## config.mk

```make
export PLATFORM = sky130hd
export DESIGN_NAME = ledctl_cmd_bank
export DESIGN_NICKNAME = d
export VERILOG_FILES = /design/src/rtl/ledctl_pkg.sv /design/src/rtl/ledctl_cmd_decode.sv /design/src/rtl/ledctl_ptr.sv /design/src/rtl/ledctl_disp_ram.sv /design/src/rtl/ledctl_read_mux.sv /design/src/rtl/ledctl_cmd_bank.sv
export SDC_FILE = /design/constraint.sdc
export NUM_CORES = 1
export LEC_CHECK = 0
export BUFFER_PORTS_ARGS = -buffer_cell sky130_fd_sc_hd__buf_2
export CAP_MARGIN = 15
export CORE_UTILIZATION = 25
export CTS_CLUSTER_SIZE = 20
export DETAILED_ROUTE_END_ITERATION = 16
export HOLD_SLACK_MARGIN = 0.12
export PLACE_DENSITY = 0.39
export SKIP_CTS_REPAIR_TIMING = 1
export SLEW_MARGIN = 25
export SYNTH_ARGS = -nofsm -noshare
export SYNTH_HDL_FRONTEND = slang
export SYNTH_SLANG_ARGS = --single-unit
export TNS_END_PERCENT = 30
```

## constraint.sdc

```tcl
create_clock -name clk -period 2.7 [get_ports clk]
set_input_delay 0.675 -clock clk [delete_from_list [all_inputs] [get_ports clk]]
set_output_delay 0.675 -clock clk [all_outputs]
set_load 0.02 [all_outputs]
```

## src/rtl/ledctl_pkg.sv

```systemverilog
// Shared command codes and configuration type for the LED command bank.
package ledctl_pkg;

    localparam logic [3:0] OP_ADDR   = 4'h0;
    localparam logic [3:0] OP_SYS    = 4'h2;
    localparam logic [3:0] OP_KEYPTR = 4'h4;
    localparam logic [3:0] OP_FLGPTR = 4'h6;
    localparam logic [3:0] OP_DISP   = 4'h8;
    localparam logic [3:0] OP_PIN    = 4'hA;
    localparam logic [3:0] OP_BRIGHT = 4'hE;

    typedef enum logic [1:0] {
        BLINK_OFF  = 2'b00,
        BLINK_2HZ  = 2'b01,
        BLINK_1HZ  = 2'b10,
        BLINK_HALF = 2'b11
    } blink_e;

    typedef struct packed {
        logic       osc_on;
        logic       disp_on;
        blink_e     blink;
        logic       int_en;
        logic       int_hi;
        logic [3:0] bright;
    } cfg_t;

    localparam cfg_t CFG_RESET = '{
        osc_on:  1'b0,
        disp_on: 1'b0,
        blink:   BLINK_OFF,
        int_en:  1'b0,
        int_hi:  1'b0,
        bright:  4'hF
    };

endpackage

```

## src/rtl/ledctl_cmd_decode.sv

```systemverilog
// Command decoder and configuration registers.
// Decodes the first byte after each start and holds the system, display, pin
// and brightness settings. It flags which later bytes are display writes.
// Assumes that start, stop and byte strobes never coincide.
module ledctl_cmd_decode
    import ledctl_pkg::*;
(
    input  logic       clk,
    input  logic       rst_n,
    input  logic       bus_start,
    input  logic       bus_stop,
    input  logic       rx_valid,
    input  logic [7:0] rx_data,
    output cfg_t       cfg,
    output logic       ptr_load,
    output logic [7:0] ptr_load_val,
    output logic       ram_wr
);

    logic       first_q;
    logic       wr_act_q;
    logic [3:0] op;
    logic       cmd_seen;

    assign op       = rx_data[7:4];
    assign cmd_seen = rx_valid && first_q;

    // Pointer load request: any address command, obeyed only in normal mode.
    assign ptr_load     = cmd_seen && cfg.osc_on &&
                          (op == OP_ADDR || op == OP_KEYPTR || op == OP_FLGPTR);
    assign ptr_load_val = (op == OP_ADDR) ? {4'h0, rx_data[3:0]} : rx_data;

    // Display write strobe: a data byte inside a write-enabled transaction.
    assign ram_wr = rx_valid && !first_q && wr_act_q;

    // Transaction tracking and command register updates.
    always_ff @(posedge clk) begin
        if (!rst_n) begin
            cfg      <= CFG_RESET;
            first_q  <= 1'b0;
            wr_act_q <= 1'b0;
        end else if (bus_start) begin
            first_q  <= 1'b1;
            wr_act_q <= 1'b0;
        end else if (bus_stop) begin
            first_q  <= 1'b0;
            wr_act_q <= 1'b0;
        end else if (cmd_seen) begin
            first_q  <= 1'b0;
            wr_act_q <= (op == OP_ADDR) && cfg.osc_on;
            if (op == OP_SYS) begin
                cfg.osc_on <= rx_data[0];
            end else if (cfg.osc_on) begin
                case (op)
                    OP_DISP: begin
                        cfg.disp_on <= rx_data[0];
                        cfg.blink   <= blink_e'(rx_data[2:1]);
                    end
                    OP_PIN: begin
                        cfg.int_en <= rx_data[0];
                        cfg.int_hi <= rx_data[1];
                    end
                    OP_BRIGHT: cfg.bright <= rx_data[3:0];
                    default: ;
                endcase
            end
        end
    end


    sys_cmd_chk: assert property (@(posedge clk) disable iff (!rst_n)
        (cmd_seen && op == OP_SYS && !bus_start && !bus_stop)
        |=> cfg.osc_on == $past(rx_data[0]));


    standby_hold_chk: assert property (@(posedge clk) disable iff (!rst_n)
        (!cfg.osc_on && rx_valid && op != OP_SYS)
        |=> $stable({cfg.disp_on, cfg.blink, cfg.int_en, cfg.int_hi, cfg.bright}));


    data_byte_chk: assert property (@(posedge clk) disable iff (!rst_n)
        (rx_valid && !first_q && !bus_start) |=> $stable(cfg));

endmodule

```

## src/rtl/ledctl_ptr.sv

```systemverilog
// Byte pointer with auto-increment.
// Load has priority over the write step, and the write step over the read step.
// Inside display memory the pointer wraps at the memory size; elsewhere it
// simply counts up.
module ledctl_ptr #(
    parameter int RAM_BYTES = 16
) (
    input  logic       clk,
    input  logic       rst_n,
    input  logic       load,
    input  logic [7:0] load_val,
    input  logic       wr_step,
    input  logic       rd_step,
    output logic [7:0] ptr
);

    localparam logic [7:0] RAM_LAST = 8'(RAM_BYTES - 1);

    logic [7:0] step_val;

    // Next address after one step, wrapping inside display memory.
    always_comb begin
        if (ptr == RAM_LAST)      step_val = 8'h00;
        else                      step_val = ptr + 8'h01;
    end

    // Pointer register.
    always_ff @(posedge clk) begin
        if (!rst_n)                  ptr <= 8'h00;
        else if (load)               ptr <= load_val;
        else if (wr_step || rd_step) ptr <= step_val;
    end


    wrap_chk: assert property (@(posedge clk) disable iff (!rst_n)
        (wr_step && !load && ptr == RAM_LAST) |=> ptr == 8'h00);

endmodule

```

## src/rtl/ledctl_disp_ram.sv

```systemverilog
// Display memory: byte array, cleared at reset.
// One write port, one read port for the host and one grid view for the drive
// logic. Grid g is made of bytes 2g (low segments) and 2g+1 (high segments).
module ledctl_disp_ram #(
    parameter int RAM_BYTES  = 16,
    parameter int ADDR_W     = $clog2(RAM_BYTES),
    parameter int GRID_SEL_W = $clog2(RAM_BYTES / 2)
) (
    input  logic                  clk,
    input  logic                  rst_n,
    input  logic                  wr_en,
    input  logic [ADDR_W-1:0]     wr_addr,
    input  logic [7:0]            wr_data,
    input  logic [ADDR_W-1:0]     rd_addr,
    output logic [7:0]            rd_data,
    input  logic [GRID_SEL_W-1:0] grid_sel,
    output logic [15:0]           grid_segs
);

    localparam int GRIDS = RAM_BYTES / 2;

    logic [7:0]  mem   [RAM_BYTES];
    logic [15:0] grid_w[GRIDS];

    // Storage with reset clear and byte write.
    always_ff @(posedge clk) begin
        if (!rst_n) begin
            for (int i = 0; i < RAM_BYTES; i++) mem[i] <= 8'h00;
        end else if (wr_en) begin
            mem[wr_addr] <= wr_data;
        end
    end

    // Host read port.
    assign rd_data = mem[rd_addr];

    // Pair bytes into per-grid segment words.
    for (genvar g = 0; g < GRIDS; g++) begin : g_grid
        assign grid_w[g] = {mem[2*g+1], mem[2*g]};
    end

    // Grid view for the drive logic.
    assign grid_segs = grid_w[grid_sel];

endmodule

```

## src/rtl/ledctl_read_mux.sv

```systemverilog
// Read data selection and key-read completion pulse.
// Maps the pointer onto display memory, key bytes, the key flag, or zero.
// Registers a one-cycle pulse after the last key byte has been read.
module ledctl_read_mux #(
    parameter int         RAM_BYTES = 16,
    parameter int         KEY_BYTES = 6,
    parameter logic [7:0] KEY_BASE  = 8'h40,
    parameter logic [7:0] FLAG_ADDR = 8'h60
) (
    input  logic                   clk,
    input  logic                   rst_n,
    input  logic [7:0]             ptr,
    input  logic                   tx_req,
    input  logic [7:0]             ram_rd_data,
    input  logic [KEY_BYTES*8-1:0] key_bytes,
    input  logic                   key_pending,
    output logic [7:0]             tx_data,
    output logic                   read_done
);

    localparam logic [7:0] KEY_LAST = 8'(KEY_BASE + 8'(KEY_BYTES - 1));

    logic in_ram;

    assign in_ram = (ptr < 8'(RAM_BYTES));

    // Byte selection by address region.
    always_comb begin
        tx_data = 8'h00;
        if (in_ram) begin
            tx_data = ram_rd_data;
        end else if (ptr == FLAG_ADDR) begin
            tx_data = {8{key_pending}};
        end else begin
            for (int i = 0; i < KEY_BYTES; i++) begin
                if (ptr == 8'(KEY_BASE + 8'(i))) tx_data = key_bytes[i*8 +: 8];
            end
        end
    end

    // Completion pulse toward the key scanner.
    always_ff @(posedge clk) begin
        if (!rst_n) read_done <= 1'b0;
        else        read_done <= tx_req && (ptr == KEY_LAST);
    end


    done_pulse_chk: assert property (@(posedge clk) disable iff (!rst_n)
        read_done |=> !read_done);


    flag_read_chk: assert property (@(posedge clk) disable iff (!rst_n)
        (ptr == FLAG_ADDR) |-> (tx_data == (key_pending ? 8'hFF : 8'h00)));

endmodule

```

## src/rtl/ledctl_cmd_bank.sv

```systemverilog
// Command register bank of a 16x8 LED matrix controller.
// Takes byte events from a serial slave front end and holds the configuration
// registers and display memory. It serves reads of memory, key data and the
// key flag. Assumes that the front end never asserts two events in one cycle.
module ledctl_cmd_bank
    import ledctl_pkg::*;
#(
    parameter int         RAM_BYTES  = 16,
    parameter int         KEY_BYTES  = 6,
    parameter logic [7:0] KEY_BASE   = 8'h40,
    parameter logic [7:0] FLAG_ADDR  = 8'h60,
    parameter int         GRID_SEL_W = $clog2(RAM_BYTES / 2)
) (
    input  logic                   clk,
    input  logic                   rst_n,
    input  logic                   bus_start,
    input  logic                   bus_stop,
    input  logic                   rx_valid,
    input  logic [7:0]             rx_data,
    input  logic                   tx_req,
    output logic [7:0]             tx_data,
    input  logic [KEY_BYTES*8-1:0] key_bytes,
    input  logic                   key_pending,
    output logic                   scan_read_done,
    output logic                   osc_on,
    output logic                   disp_on,
    output logic [1:0]             blink_sel,
    output logic                   int_pin_en,
    output logic                   int_active_high,
    output logic [3:0]             bright_level,
    input  logic [GRID_SEL_W-1:0]  grid_sel,
    output logic [15:0]            grid_segs
);

    localparam int ADDR_W = $clog2(RAM_BYTES);

    cfg_t       cfg;
    logic       ptr_load;
    logic [7:0] ptr_load_val;
    logic       ram_wr;
    logic [7:0] ptr;
    logic [7:0] ram_rd_data;

    ledctl_cmd_decode u_decode (
        .clk          (clk),
        .rst_n        (rst_n),
        .bus_start    (bus_start),
        .bus_stop     (bus_stop),
        .rx_valid     (rx_valid),
        .rx_data      (rx_data),
        .cfg          (cfg),
        .ptr_load     (ptr_load),
        .ptr_load_val (ptr_load_val),
        .ram_wr       (ram_wr)
    );

    ledctl_ptr #(.RAM_BYTES(RAM_BYTES)) u_ptr (
        .clk      (clk),
        .rst_n    (rst_n),
        .load     (ptr_load),
        .load_val (ptr_load_val),
        .wr_step  (ram_wr),
        .rd_step  (tx_req),
        .ptr      (ptr)
    );

    ledctl_disp_ram #(
        .RAM_BYTES  (RAM_BYTES),
        .ADDR_W     (ADDR_W),
        .GRID_SEL_W (GRID_SEL_W)
    ) u_ram (
        .clk       (clk),
        .rst_n     (rst_n),
        .wr_en     (ram_wr),
        .wr_addr   (ptr[ADDR_W-1:0]),
        .wr_data   (rx_data),
        .rd_addr   (ptr[ADDR_W-1:0]),
        .rd_data   (ram_rd_data),
        .grid_sel  (grid_sel),
        .grid_segs (grid_segs)
    );

    ledctl_read_mux #(
        .RAM_BYTES (RAM_BYTES),
        .KEY_BYTES (KEY_BYTES),
        .KEY_BASE  (KEY_BASE),
        .FLAG_ADDR (FLAG_ADDR)
    ) u_rmux (
        .clk         (clk),
        .rst_n       (rst_n),
        .ptr         (ptr),
        .tx_req      (tx_req),
        .ram_rd_data (ram_rd_data),
        .key_bytes   (key_bytes),
        .key_pending (key_pending),
        .tx_data     (tx_data),
        .read_done   (scan_read_done)
    );

    // Configuration outputs.
    assign osc_on          = cfg.osc_on;
    assign disp_on         = cfg.disp_on;
    assign blink_sel       = cfg.blink;
    assign int_pin_en      = cfg.int_en;
    assign int_active_high = cfg.int_hi;
    assign bright_level    = cfg.bright;


    standby_nowrite_chk: assert property (@(posedge clk) disable iff (!rst_n)
        !osc_on |-> !ram_wr);

endmodule

```

==> results of run 1 <==
cell usage after synthesis (11+ instances only):
| cell type | count | area [um2] |
|---|---|---|
| a21oi_1 | 15 | 75.1 |
| edfxtp_1 | 128 | 3840 |
| mux2_2 | 16 | 180 |
| dfxtp_1 | 25 | 500 |
| clkbuf_1 | 32 | 120 |
| and3_1 | 12 | 75.1 |
| o21ai_0 | 24 | 120 |
| mux4_2 | 64 | 1440 |
| nor2b_1 | 12 | 75.1 |
| nor2_1 | 50 | 188 |
| mux2i_1 | 11 | 110 |
| nand2_1 | 31 | 116 |
| and2_1 | 123 | 769 |
registers in the layout, indices dropped and copies added, names as in the netlist, named ones only:
register,cells
u_decode.first_q,1
u_ptr.ptr,8
u_decode.cfg,10
u_decode.wr_act_q,1
u_rmux.read_done,1
u_ram.mem,128
report_power, final:
| part | internal (mW) | switching, mW |
|---|---|---|
| Sequential | 2.62 | 0.0585 |
| Combinational | 0.363 | 0.424 |
| Clock | 1.34 | 1.19 |
| Total | 4.33 | 1.68 |
stage by stage:
stage | hold WS, ns | setup TNS, ns
6_report | 0.458 | -1.87
2_1_floorplan | 0.493 | -0.171
3_3_place_gp | 0.458 | -0.941
4_1_cts | 0.440 | -4.85
5_1_grt | 0.446 | -2.58
3_5_place_dp | 0.471 | -0.996
final timing paths:
path / endpoint / slack, ns / cells past startpoint
max reg2reg: u_ram.mem[9][4] / 0.59 / 6
min reg2reg: u_decode.cfg[2] / 0.49 / 2
min: u_decode.wr_act_q / 0.46 / 2
max: tx_data[2] / -0.28 / 7
layout make-up:
cell class                      instances  share of cell area
Clock buffer                           17              0.0383
Clock inverter                         15              0.0176
Inverter                                6             0.00203
Multi-Input combinational cell        470               0.381
Sequential cell                       153               0.392
Tap cell                              448              0.0505
Timing Repair Buffer                  192               0.119
kinds of logic after synthesis:
group / Yosys count
simple gates: 278
buf+inv: 50
compound gates: 96
fa+ha+maj: 4
mux: 91
xor+xnor: 1
flops: 153
per-layer routing:
layer  vias up  routed length, um  track usage
li1       2907                  -            -
met3        28               1140       0.0187
met4         0                701       0.0575
met1      3289              12600        0.224
met2       175              14700        0.286
met5         -                  0            0
==> out/summary.json, run 1 <==
{
  "run_status": {"value": "finished, violations left"},
  "violations": {"value": "negative setup slack"},
  "worst_setup_hold_path_clk_slew": {"value": 0.07, "unit": "ns"},
  "synth_adder_area_share": {"value": 0.00581},
  "netlist_instances": {"value": 673},
  "layout-drive-gt1-share": {"value": 0.408},
  "cts_sinks": {"value": 153},
  "path_cells": {"value": "or4_4 -> or3_4 -> o22a_1 -> o221ai_2 -> buf_4 -> a221oi_2 -> buf_4"},
  "largest_family_of_logic_cells_by_synthesized_area": {"value": "multiplexers"},
  "critPathMaxStageDelay": {"value": 0.53, "unit": "ns"},
  "fp-row-count": {"value": 67},
  "tritoncts": {"value": "done"},
  "worstPathArrival": {"value": 2.31, "unit": "ns"},
  "die_area": {"value": 35200, "unit": "um2"},
  "synthesis.area_per_instance": {"value": 12.8, "unit": "um2"},
  "grt-ovfl-total": {"value": 0},
  "area_taken_by_multi_input_logic_gates": {"value": 4230, "unit": "um2"},
  "worst_path_max_delay_cell": {"value": "or4_4"},
  "drtIter0Drc": {"value": 456},
  "required": {"value": 2.03, "unit": "ns"},
  "cts_max_level": {"value": 4},
  "commonest_cells_after_routing_fill_and_taps_aside": {"value": "edfxtp_1 (128), and2_1 (122), buf_2 (92)"},
  "ctsLongestPathBuffers": {"value": 2},
  "seq_area_frac_synth": {"value": 0.505},
  "final_period_minus_worst_setup_slack": {"value": 2.98, "unit": "ns"},
  "min_path_type": {"value": "in -> reg"},
  "final_total_pwr": {"value": 6.01, "unit": "mW"},
  "floorplan.die.height": {"value": 188, "unit": "um"},
  "timing.clock.skew": {"value": 0.0128, "unit": "ns"},
  "synth-xor-area-share": {"value": 0.00102},
  "rsz0062_at_grt": {"value": "yes"},
  "gp_routability_congestion": {"value": 0.884},
  "critical_path_class": {"value": "reg -> out"},
  "finish.utilization": {"value": 0.330},
  "pin_count_of_the_biggest_net_entering_global_routing": {"value": 40},
  "ir_drop": {"value": 333, "unit": "uV"},
  "die_width": {"value": 188, "unit": "um"},
  "synthSimpleGateAreaFrac": {"value": 0.185},
  "pre_cts_slack": {"value": -0.194, "unit": "ns"},
  "yosysWarningCount": {"value": 0},
  "beginning_of_the_worst_register_to_register_path": {"value": "u_decode.first_q"},
  "timing.final.max_slew_violations": {"value": 0},
  "synth_cell_types": {"value": 63},
  "stdcell_count": {"value": 1301},
  "postSynthRegisterBits": {"value": 153},
  "muxShareOfSynthArea": {"value": 0.201},
  "ff_latch_area": {"value": 4350, "unit": "um2"},
  "worst_setup_path_end_kind": {"value": "output pin"},
  "finalCritPeriodShare": {"value": 1.10},
  "routedWlPerCell": {"value": 22.4, "unit": "um"},
  "first_pass_iters": {"value": 5},
  "share_of_the_synthesized_area_in_compound_gates_ao_oa_aoi_oai": {"value": 0.0782},
  "clock.fmax": {"value": 0.335, "unit": "GHz"},
  "grt_first_pass_wirelength": {"value": 43700, "unit": "um"},
  "hpwlAfterDp": {"value": 22600, "unit": "um"},
  "place_inst": {"value": 1259},
  "fp.coreArea": {"value": 33700, "unit": "um2"},
  "max_slew_margin": {"value": 0.618},
  "leakage": {"value": 4.15, "unit": "nW"},
  "critPathTopFamily": {"value": "simple AND/OR/NAND/NOR gates"},
  "detailed_place.area": {"value": 10200, "unit": "um2"},
  "numPortBuffers": {"value": 100},
  "report.final.setup_viol": {"value": 8},
  "worstSkewPairLatency": {"value": 0.44, "unit": "ns"},
  "syn2layout_area_growth": {"value": 29.1, "unit": "%"},
  "drt_drc_violations_left": {"value": 0},
  "antenna-diode-count": {"value": 0},
  "synth_top_flop_cell": {"value": "edfxtp_1"},
  "layout.cells.most_common": {"value": "edfxtp_1"},
  "cts_inserted_buffers": {"value": 17},
  "number_of_antenna_violations_at_the_first_check_in_global_routing": {"value": 0},
  "initial_utilization": {"value": 0.255},
  "synth_enable_flop_cells": {"value": 128},
  "grtUsageTotal": {"value": 0.169},
  "syn_nets": {"value": 743},
  "route.detailed.vias_per_inst": {"value": 4.92},
  "crit_start": {"value": "u_ptr.ptr[7]"},
  "hold_path_startpoint": {"value": "bus_start"},
  "worst_slack": {"value": -0.282, "unit": "ns"},
  "synthArstFlopShare": {"value": 0},
  "mappedNetlistArea": {"value": 8610, "unit": "um2"},
  "io_pins": {"value": 101},
  "timing_worst_slew_pin_value": {"value": 0.571, "unit": "ns"},
  "power.density": {"value": 541, "unit": "nW/um2"},
  "finalInstanceArea": {"value": 11100, "unit": "um2"},
  "nets": {"value": 910},
  "fillerInstances": {"value": 3393},
  "finalWirelength": {"value": 29200, "unit": "um"},
  "cp.buffers_inverters": {"value": 2},
  "hold_violation_total_from_the_final_report": {"value": 0},
  "cap_violations": {"value": 0},
  "cp_common_cell": {"value": "buf_4"},
  "ant_nets": {"value": 0},
  "crit_path_max_fanout": {"value": 7},
  "timing.critical_path.from_type": {"value": "register"},
  "num_vias": {"value": 6399},
  "clockRootBuffer": {"value": "clkbuf_16"},
  "grt_pass1_vias": {"value": 6620}
}
Power figures use the tool's default switching activity.
==> run 2: changes to the inputs <==
Settings changed: CAP_MARGIN 15 to 10, CORE_UTILIZATION 25 to 53, PLACE_DENSITY 0.39 to 0.73.
==> out/summary.json, run 2 (synthesis gave the netlist of run 1 again) <==
{
  "critical_path.reg2reg.endpoint": {"value": "u_ram.mem[3][4]"},
  "worst-r2r-cell-count": {"value": 5},
  "io_pins": {"value": 101},
  "initial_utilization": {"value": 0.542},
  "routedWlPerCell": {"value": 23.6, "unit": "um"},
  "timing.final.max_slew_violations": {"value": 0},
  "rsz0062_at_grt": {"value": "yes"},
  "pin_count_of_the_biggest_net_entering_global_routing": {"value": 40},
  "run_status": {"value": "finished, violations left"},
  "ctsLongestPathBuffers": {"value": 2},
  "reg.largest.list": {"value": "u_ram.mem (128), u_decode.cfg (10), u_ptr.ptr (8)"},
  "final_period_minus_worst_setup_slack": {"value": 3.03, "unit": "ns"},
  "max_slew_margin": {"value": 0.651},
  "ant_nets": {"value": 0},
  "floorplan.die.height": {"value": 129, "unit": "um"},
  "hpwlAfterDp": {"value": 18200, "unit": "um"},
  "gp_routability_congestion": {"value": 0.962},
  "commonest_cells_after_routing_fill_and_taps_aside": {"value": "edfxtp_1 (128), and2_1 (122), buf_2 (95)"},
  "num_vias": {"value": 6479},
  "beginning_of_the_worst_register_to_register_path": {"value": "u_decode.first_q"},
  "nets": {"value": 891},
  "holdPathEnd": {"value": "u_decode.wr_act_q"},
  "timing_worst_slew_pin_value": {"value": 0.522, "unit": "ns"},
  "die_width": {"value": 129, "unit": "um"},
  "cts_inserted_buffers": {"value": 17},
  "timing.critical_path.from_type": {"value": "register"},
  "syn2layout_area_growth": {"value": 21.9, "unit": "%"},
  "grt_first_pass_wirelength": {"value": 37400, "unit": "um"},
  "grt_pass1_vias": {"value": 6435},
  "worstSkewPairLatency": {"value": 0.42, "unit": "ns"},
  "tritoncts": {"value": "done"},
  "power.density": {"value": 524, "unit": "nW/um2"},
  "route.detailed.vias_per_inst": {"value": 6.16},
  "finalWirelength": {"value": 24800, "unit": "um"},
  "hold_path_startpoint": {"value": "bus_start"},
  "largest_register_ff_count": {"value": 128},
  "worst_setup_path_end_kind": {"value": "output pin"},
  "hold_violation_total_from_the_final_report": {"value": 0},
  "registers.top_by_ff_count": {"value": "u_ram.mem"},
  "drtIter0Drc": {"value": 751},
  "place_inst": {"value": 1014},
  "timing.clock.skew": {"value": 0.00502, "unit": "ns"},
  "number_of_antenna_violations_at_the_first_check_in_global_routing": {"value": 1},
  "setup_tns": {"value": -2.56, "unit": "ns"},
  "drt_drc_violations_left": {"value": 0},
  "crit_path_max_fanout": {"value": 5},
  "cts_sinks": {"value": 153},
  "layout-drive-gt1-share": {"value": 0.385},
  "worstPathArrival": {"value": 2.36, "unit": "ns"},
  "clockRootBuffer": {"value": "clkbuf_16"},
  "pre_cts_slack": {"value": -0.0431, "unit": "ns"},
  "hold_path_depth": {"value": 2},
  "regToRegSetupSlack": {"value": 0.62, "unit": "ns"},
  "clock.fmax": {"value": 0.330, "unit": "GHz"},
  "leakage": {"value": 3.97, "unit": "nW"},
  "violations": {"value": "negative setup slack"},
  "fp.coreArea": {"value": 15900, "unit": "um2"},
  "cap_violations": {"value": 0},
  "worst_setup_hold_path_clk_slew": {"value": 0.06, "unit": "ns"},
  "grt-ovfl-total": {"value": 0},
  "hold_slack": {"value": 0.455, "unit": "ns"},
  "critical_path_class": {"value": "reg -> out"},
  "fp-row-count": {"value": 46},
  "ir_drop": {"value": 416, "unit": "uV"},
  "min_path_type": {"value": "in -> reg"},
  "cts_max_level": {"value": 4},
  "detailed_place.area": {"value": 9790, "unit": "um2"},
  "first_pass_iters": {"value": 5},
  "layout.cells.most_common": {"value": "edfxtp_1"},
  "finalCritPeriodShare": {"value": 1.12},
  "stdcell_count": {"value": 1051},
  "die_area": {"value": 16800, "unit": "um2"},
  "report.final.setup_viol": {"value": 13},
  "worst_slack": {"value": -0.335, "unit": "ns"},
  "finalInstanceArea": {"value": 10500, "unit": "um2"},
  "numPortBuffers": {"value": 100},
  "required": {"value": 2.03, "unit": "ns"},
  "grtUsageTotal": {"value": 0.311}
}
## run 2: worst max-delay path by stage
stage / from / to / depth (start not counted) / slack [ns]
2_1_floorplan: grid_sel[0] / grid_segs[0] / 4 / -0.01
3_3_place_gp: grid_sel[0] / grid_segs[14] / 5 / -0.01
3_5_place_dp: grid_sel[0] / grid_segs[9] / 5 / -0.04
4_1_cts: u_ptr.ptr[0] / tx_data[0] / 8 / -0.45
5_1_grt: u_ptr.ptr[0] / tx_data[0] / 8 / -0.43
6_report: u_ptr.ptr[7] / tx_data[3] / 7 / -0.33
## run 2: per-stage QoR
step	utilization	power (mW)
CTS	0.648	5.48
global placement	0.616	3.38
floorplan	-	3.11
detailed placement	0.616	3.40
finish	0.661	5.50
global route	0.661	5.65
## run 2: where the power goes
| part | leakage (nW) | internal, mW | switching (mW) |
|---|---|---|---|
| Sequential | 1.52 | 2.62 | 0.0544 |
| Clock | 0.243 | 1.17 | 0.934 |
| Combinational | 2.20 | 0.328 | 0.390 |
## run 2: critical path: stages, from the launching register on
cell and delay, ns:
dfxtp_2 0.32, or4_4 0.54, or3_4 0.39, o22a_1 0.22, o221ai_2 0.08, buf_4 0.17
a221oi_2 0.04, buf_4 0.18
## run 2: layout make-up
cell class / instances / area [um2]
Fill cell: 1204 / 5390
Sequential cell: 153 / 4350
Multi-Input combinational cell: 470 / 4190
Antenna cell: 1 / 2.50
Inverter: 6 / 22.5
Tap cell: 216 / 270
Timing Repair Buffer: 173 / 1150
Clock inverter: 12 / 78.8
Clock buffer: 20 / 437
## run 2: per-layer routing
metal,vias to the layer above,global-route usage,part of all wire
met1,3204,0.403,0.39
met3,47,0.0954,0.10
met4,2,0.119,0.025
met2,350,0.491,0.48
met5,-,0.0147,0.0012
li1,2876,-,-
==> run 3: changes to the inputs <==
Settings changed: CORE_UTILIZATION 53 to 54, PLACE_DENSITY 0.73 to 0.75, SYNTH_HIERARCHICAL set to 1.
==> out/summary.json, run 3 <==
{
  "run_status": {"value": "finished, violations left"},
  "violations": {"value": "negative setup slack"},
  "timing.critical_path.from_type": {"value": "register"},
  "grt-ovfl-total": {"value": 0},
  "worst_path_max_delay_cell": {"value": "mux4_1"},
  "ir_drop": {"value": 448, "unit": "uV"},
  "hold_violation_total_from_the_final_report": {"value": 0},
  "power.density": {"value": 542, "unit": "nW/um2"},
  "number_of_antenna_violations_at_the_first_check_in_global_routing": {"value": 0},
  "grt_pass1_vias": {"value": 6154},
  "rsz0062_at_grt": {"value": "yes"},
  "setup_tns": {"value": -2.42, "unit": "ns"},
  "timing_worst_slew_pin_value": {"value": 0.671, "unit": "ns"},
  "required": {"value": 2.03, "unit": "ns"},
  "timing.clock.skew": {"value": 0.00959, "unit": "ns"},
  "seq_area_frac_synth": {"value": 0.485},
  "worstSetupPathDepth": {"value": 7},
  "place_inst": {"value": 972},
  "stdcell_count": {"value": 1014},
  "die_width": {"value": 130, "unit": "um"},
  "cts_sinks": {"value": 149},
  "critical_path_class": {"value": "reg -> out"},
  "cp.buffers_inverters": {"value": 2},
  "ctsLongestPathBuffers": {"value": 2},
  "antenna-diode-count": {"value": 0},
  "netSwitchingFraction": {"value": 0.232},
  "grt_first_pass_wirelength": {"value": 35300, "unit": "um"},
  "biggest_area_contributors_in_the_synthesized_netlist": {"value": "edfxtp_1 (44%), mux4_1 (13%), and2_1 (9.2%)"},
  "synth_top_cell_area_share": {"value": 0.437},
  "leakage": {"value": 4.08, "unit": "nW"},
  "min_path_type": {"value": "reg -> reg"},
  "tritoncts": {"value": "done"},
  "p_clk_frac": {"value": 0.410},
  "fp.coreArea": {"value": 15900, "unit": "um2"},
  "critPathTopFamily": {"value": "multiplexers"},
  "pre_cts_slack": {"value": -0.117, "unit": "ns"},
  "layout-drive-gt1-share": {"value": 0.355},
  "nets": {"value": 853},
  "floorplan.die.height": {"value": 130, "unit": "um"},
  "pin_count_of_the_biggest_net_entering_global_routing": {"value": 34},
  "routedWlPerCell": {"value": 24.0, "unit": "um"},
  "route.detailed.vias_per_inst": {"value": 6.24},
  "initial_utilization": {"value": 0.553},
  "synthTopCellsByCount": {"value": "and2_1 (129), edfxtp_1 (128), mux4_1 (42)"},
  "clockRootBuffer": {"value": "clkbuf_16"},
  "cts_inserted_buffers": {"value": 17},
  "critPathMaxStageDelay": {"value": 0.56, "unit": "ns"},
  "registers.top_by_ff_count": {"value": "u_ram/mem"},
  "ff_latch_area": {"value": 4270, "unit": "um2"},
  "numPortBuffers": {"value": 100},
  "synthesis.area_per_instance": {"value": 13.5, "unit": "um2"},
  "hpwlAfterDp": {"value": 17200, "unit": "um"},
  "mappedNetlistArea": {"value": 8790, "unit": "um2"},
  "worst_slack": {"value": -0.325, "unit": "ns"},
  "die_area": {"value": 16800, "unit": "um2"},
  "drtIter0Drc": {"value": 780},
  "synth_top_flop_cell": {"value": "edfxtp_1"},
  "ant_nets": {"value": 0},
  "reg.largest.list": {"value": "u_ram/mem (128), u_decode/cfg (10), u_ptr/ptr (8)"},
  "path_cells": {"value": "buf_12 -> mux4_1 -> a22oi_2 -> nand2_1 -> nor2_1 -> o22ai_1 -> buf_2"},
  "hold_path_startpoint": {"value": "u_decode/cfg[7]"},
  "critical_path.reg2reg.endpoint": {"value": "u_ram/mem[8][1]"},
  "total_switching_power": {"value": 1.31, "unit": "mW"},
  "fp-row-count": {"value": 46},
  "grtUsageTotal": {"value": 0.296},
  "worstSkewPairLatency": {"value": 0.43, "unit": "ns"},
  "largest_register_ff_count": {"value": 128},
  "yosys.cell_count.top_type": {"value": "and2_1"},
  "timing.final.max_slew_violations": {"value": 0},
  "finalWirelength": {"value": 24300, "unit": "um"},
  "area_taken_by_multi_input_logic_gates": {"value": 4200, "unit": "um2"},
  "synth_top_area_cell": {"value": "edfxtp_1"},
  "fillerInstances": {"value": 1176},
  "worst_setup_hold_path_clk_slew": {"value": 0.06, "unit": "ns"},
  "postSynthRegisterBits": {"value": 149},
  "final_total_pwr": {"value": 5.64, "unit": "mW"},
  "worstPathArrival": {"value": 2.35, "unit": "ns"},
  "netlist_instances": {"value": 653},
  "syn_nets": {"value": 720},
  "hold_path_depth": {"value": 2},
  "regToRegSetupSlack": {"value": 0.60, "unit": "ns"},
  "finalCritPeriodShare": {"value": 1.12},
  "report.final.setup_viol": {"value": 10},
  "final_period_minus_worst_setup_slack": {"value": 3.03, "unit": "ns"},
  "syn2layout_area_growth": {"value": 18.5, "unit": "%"},
  "synthArstFlopShare": {"value": 0},
  "worst_setup_path_end_kind": {"value": "output pin"},
  "worst-r2r-cell-count": {"value": 4},
  "beginning_of_the_worst_register_to_register_path": {"value": "u_decode/first_q"},
  "cap_violations": {"value": 0},
  "crit_path_max_fanout": {"value": 7},
  "part_of_the_total_power_dissipated_in_sequential_elements": {"value": 0.464},
  "io_pins": {"value": 101},
  "drt_drc_violations_left": {"value": 0},
  "max_slew_margin": {"value": 0.551},
  "cts_max_level": {"value": 4},
  "layout.cells.most_common": {"value": "and2_1"},
  "first_pass_iters": {"value": 6},
  "synth_cell_types": {"value": 62},
  "yosysWarningCount": {"value": 6},
  "clock.fmax": {"value": 0.331, "unit": "GHz"},
  "p_comb_frac": {"value": 0.126},
  "num_vias": {"value": 6330},
  "intPower": {"value": 4.33, "unit": "mW"},
  "commonest_cells_after_routing_fill_and_taps_aside": {"value": "and2_1 (129), edfxtp_1 (128), buf_2 (95)"},
  "gp_routability_congestion": {"value": 0.896},
  "holdPathEnd": {"value": "u_decode/cfg[7]"},
  "synth_enable_flop_cells": {"value": 128}
}
## run 3: final cells by class
| type | count | share of cell area |
|---|---|---|
| Inverter | 2 | 0.000721 |
| Multi-Input combinational cell | 452 | 0.403 |
| Tap cell | 216 | 0.0260 |
| Clock inverter | 11 | 0.0130 |
| Sequential cell | 149 | 0.410 |
| Timing Repair Buffer | 164 | 0.105 |
| Clock buffer | 20 | 0.0419 |
## run 3: worst max path at each step
stage / slack (ns) / start / endpoint
finish: -0.33 / u_ptr/ptr[1] / tx_data[3]
global route: -0.37 / u_ptr/ptr[1] / tx_data[1]
CTS: -0.51 / u_ptr/ptr[0] / tx_data[4]
detailed placement: -0.12 / grid_sel[0] / grid_segs[11]
global placement: -0.08 / grid_sel[0] / grid_segs[11]
floorplan: 0.08 / u_ptr/ptr[0] / tx_data[4]
## run 3: cells by family after synthesis
group | after synthesis | synth area share
simple gates | 269 | 0.183
flops | 149 | 0.485
mux | 101 | 0.227
compound gates | 79 | 0.0606
buf+inv | 52 | 0.0409
xor+xnor | 2 | 0.00199
fa+ha+maj | 1 | 0.00142
## run 3: routing by layer
layer,track usage,part of all wire,vias up
li1,-,-,2783
met1,0.366,0.38,3113
met2,0.485,0.49,373
met3,0.0723,0.094,61
met4,0.155,0.036,0
met5,0,0,-
## run 3: worst min-delay path: stages (launching register included)
cell and delay (ns):
dfxtp_1 0.31, nand2_1 0.05, mux2i_1 0.05
## run 3: power groups by stage
stage	logic, mW	registers (mW)	clock network (mW)
3_3_place_gp	0.625	2.66	0
4_1_cts	0.646	2.62	2.34
3_5_place_dp	0.644	2.67	0
5_1_grt	0.747	2.62	2.42
6_report	0.710	2.62	2.31
2_1_floorplan	0.424	2.63	0
## run 3: stage by stage
stage	hold slack [ns]	area [um2]	util
2_1_floorplan	0.428	8790	-
3_3_place_gp	0.439	9660	0.608
3_5_place_dp	0.447	9660	0.608
4_1_cts	0.461	10200	0.644
5_1_grt	0.487	10400	0.655
6_report	0.456	10400	0.655
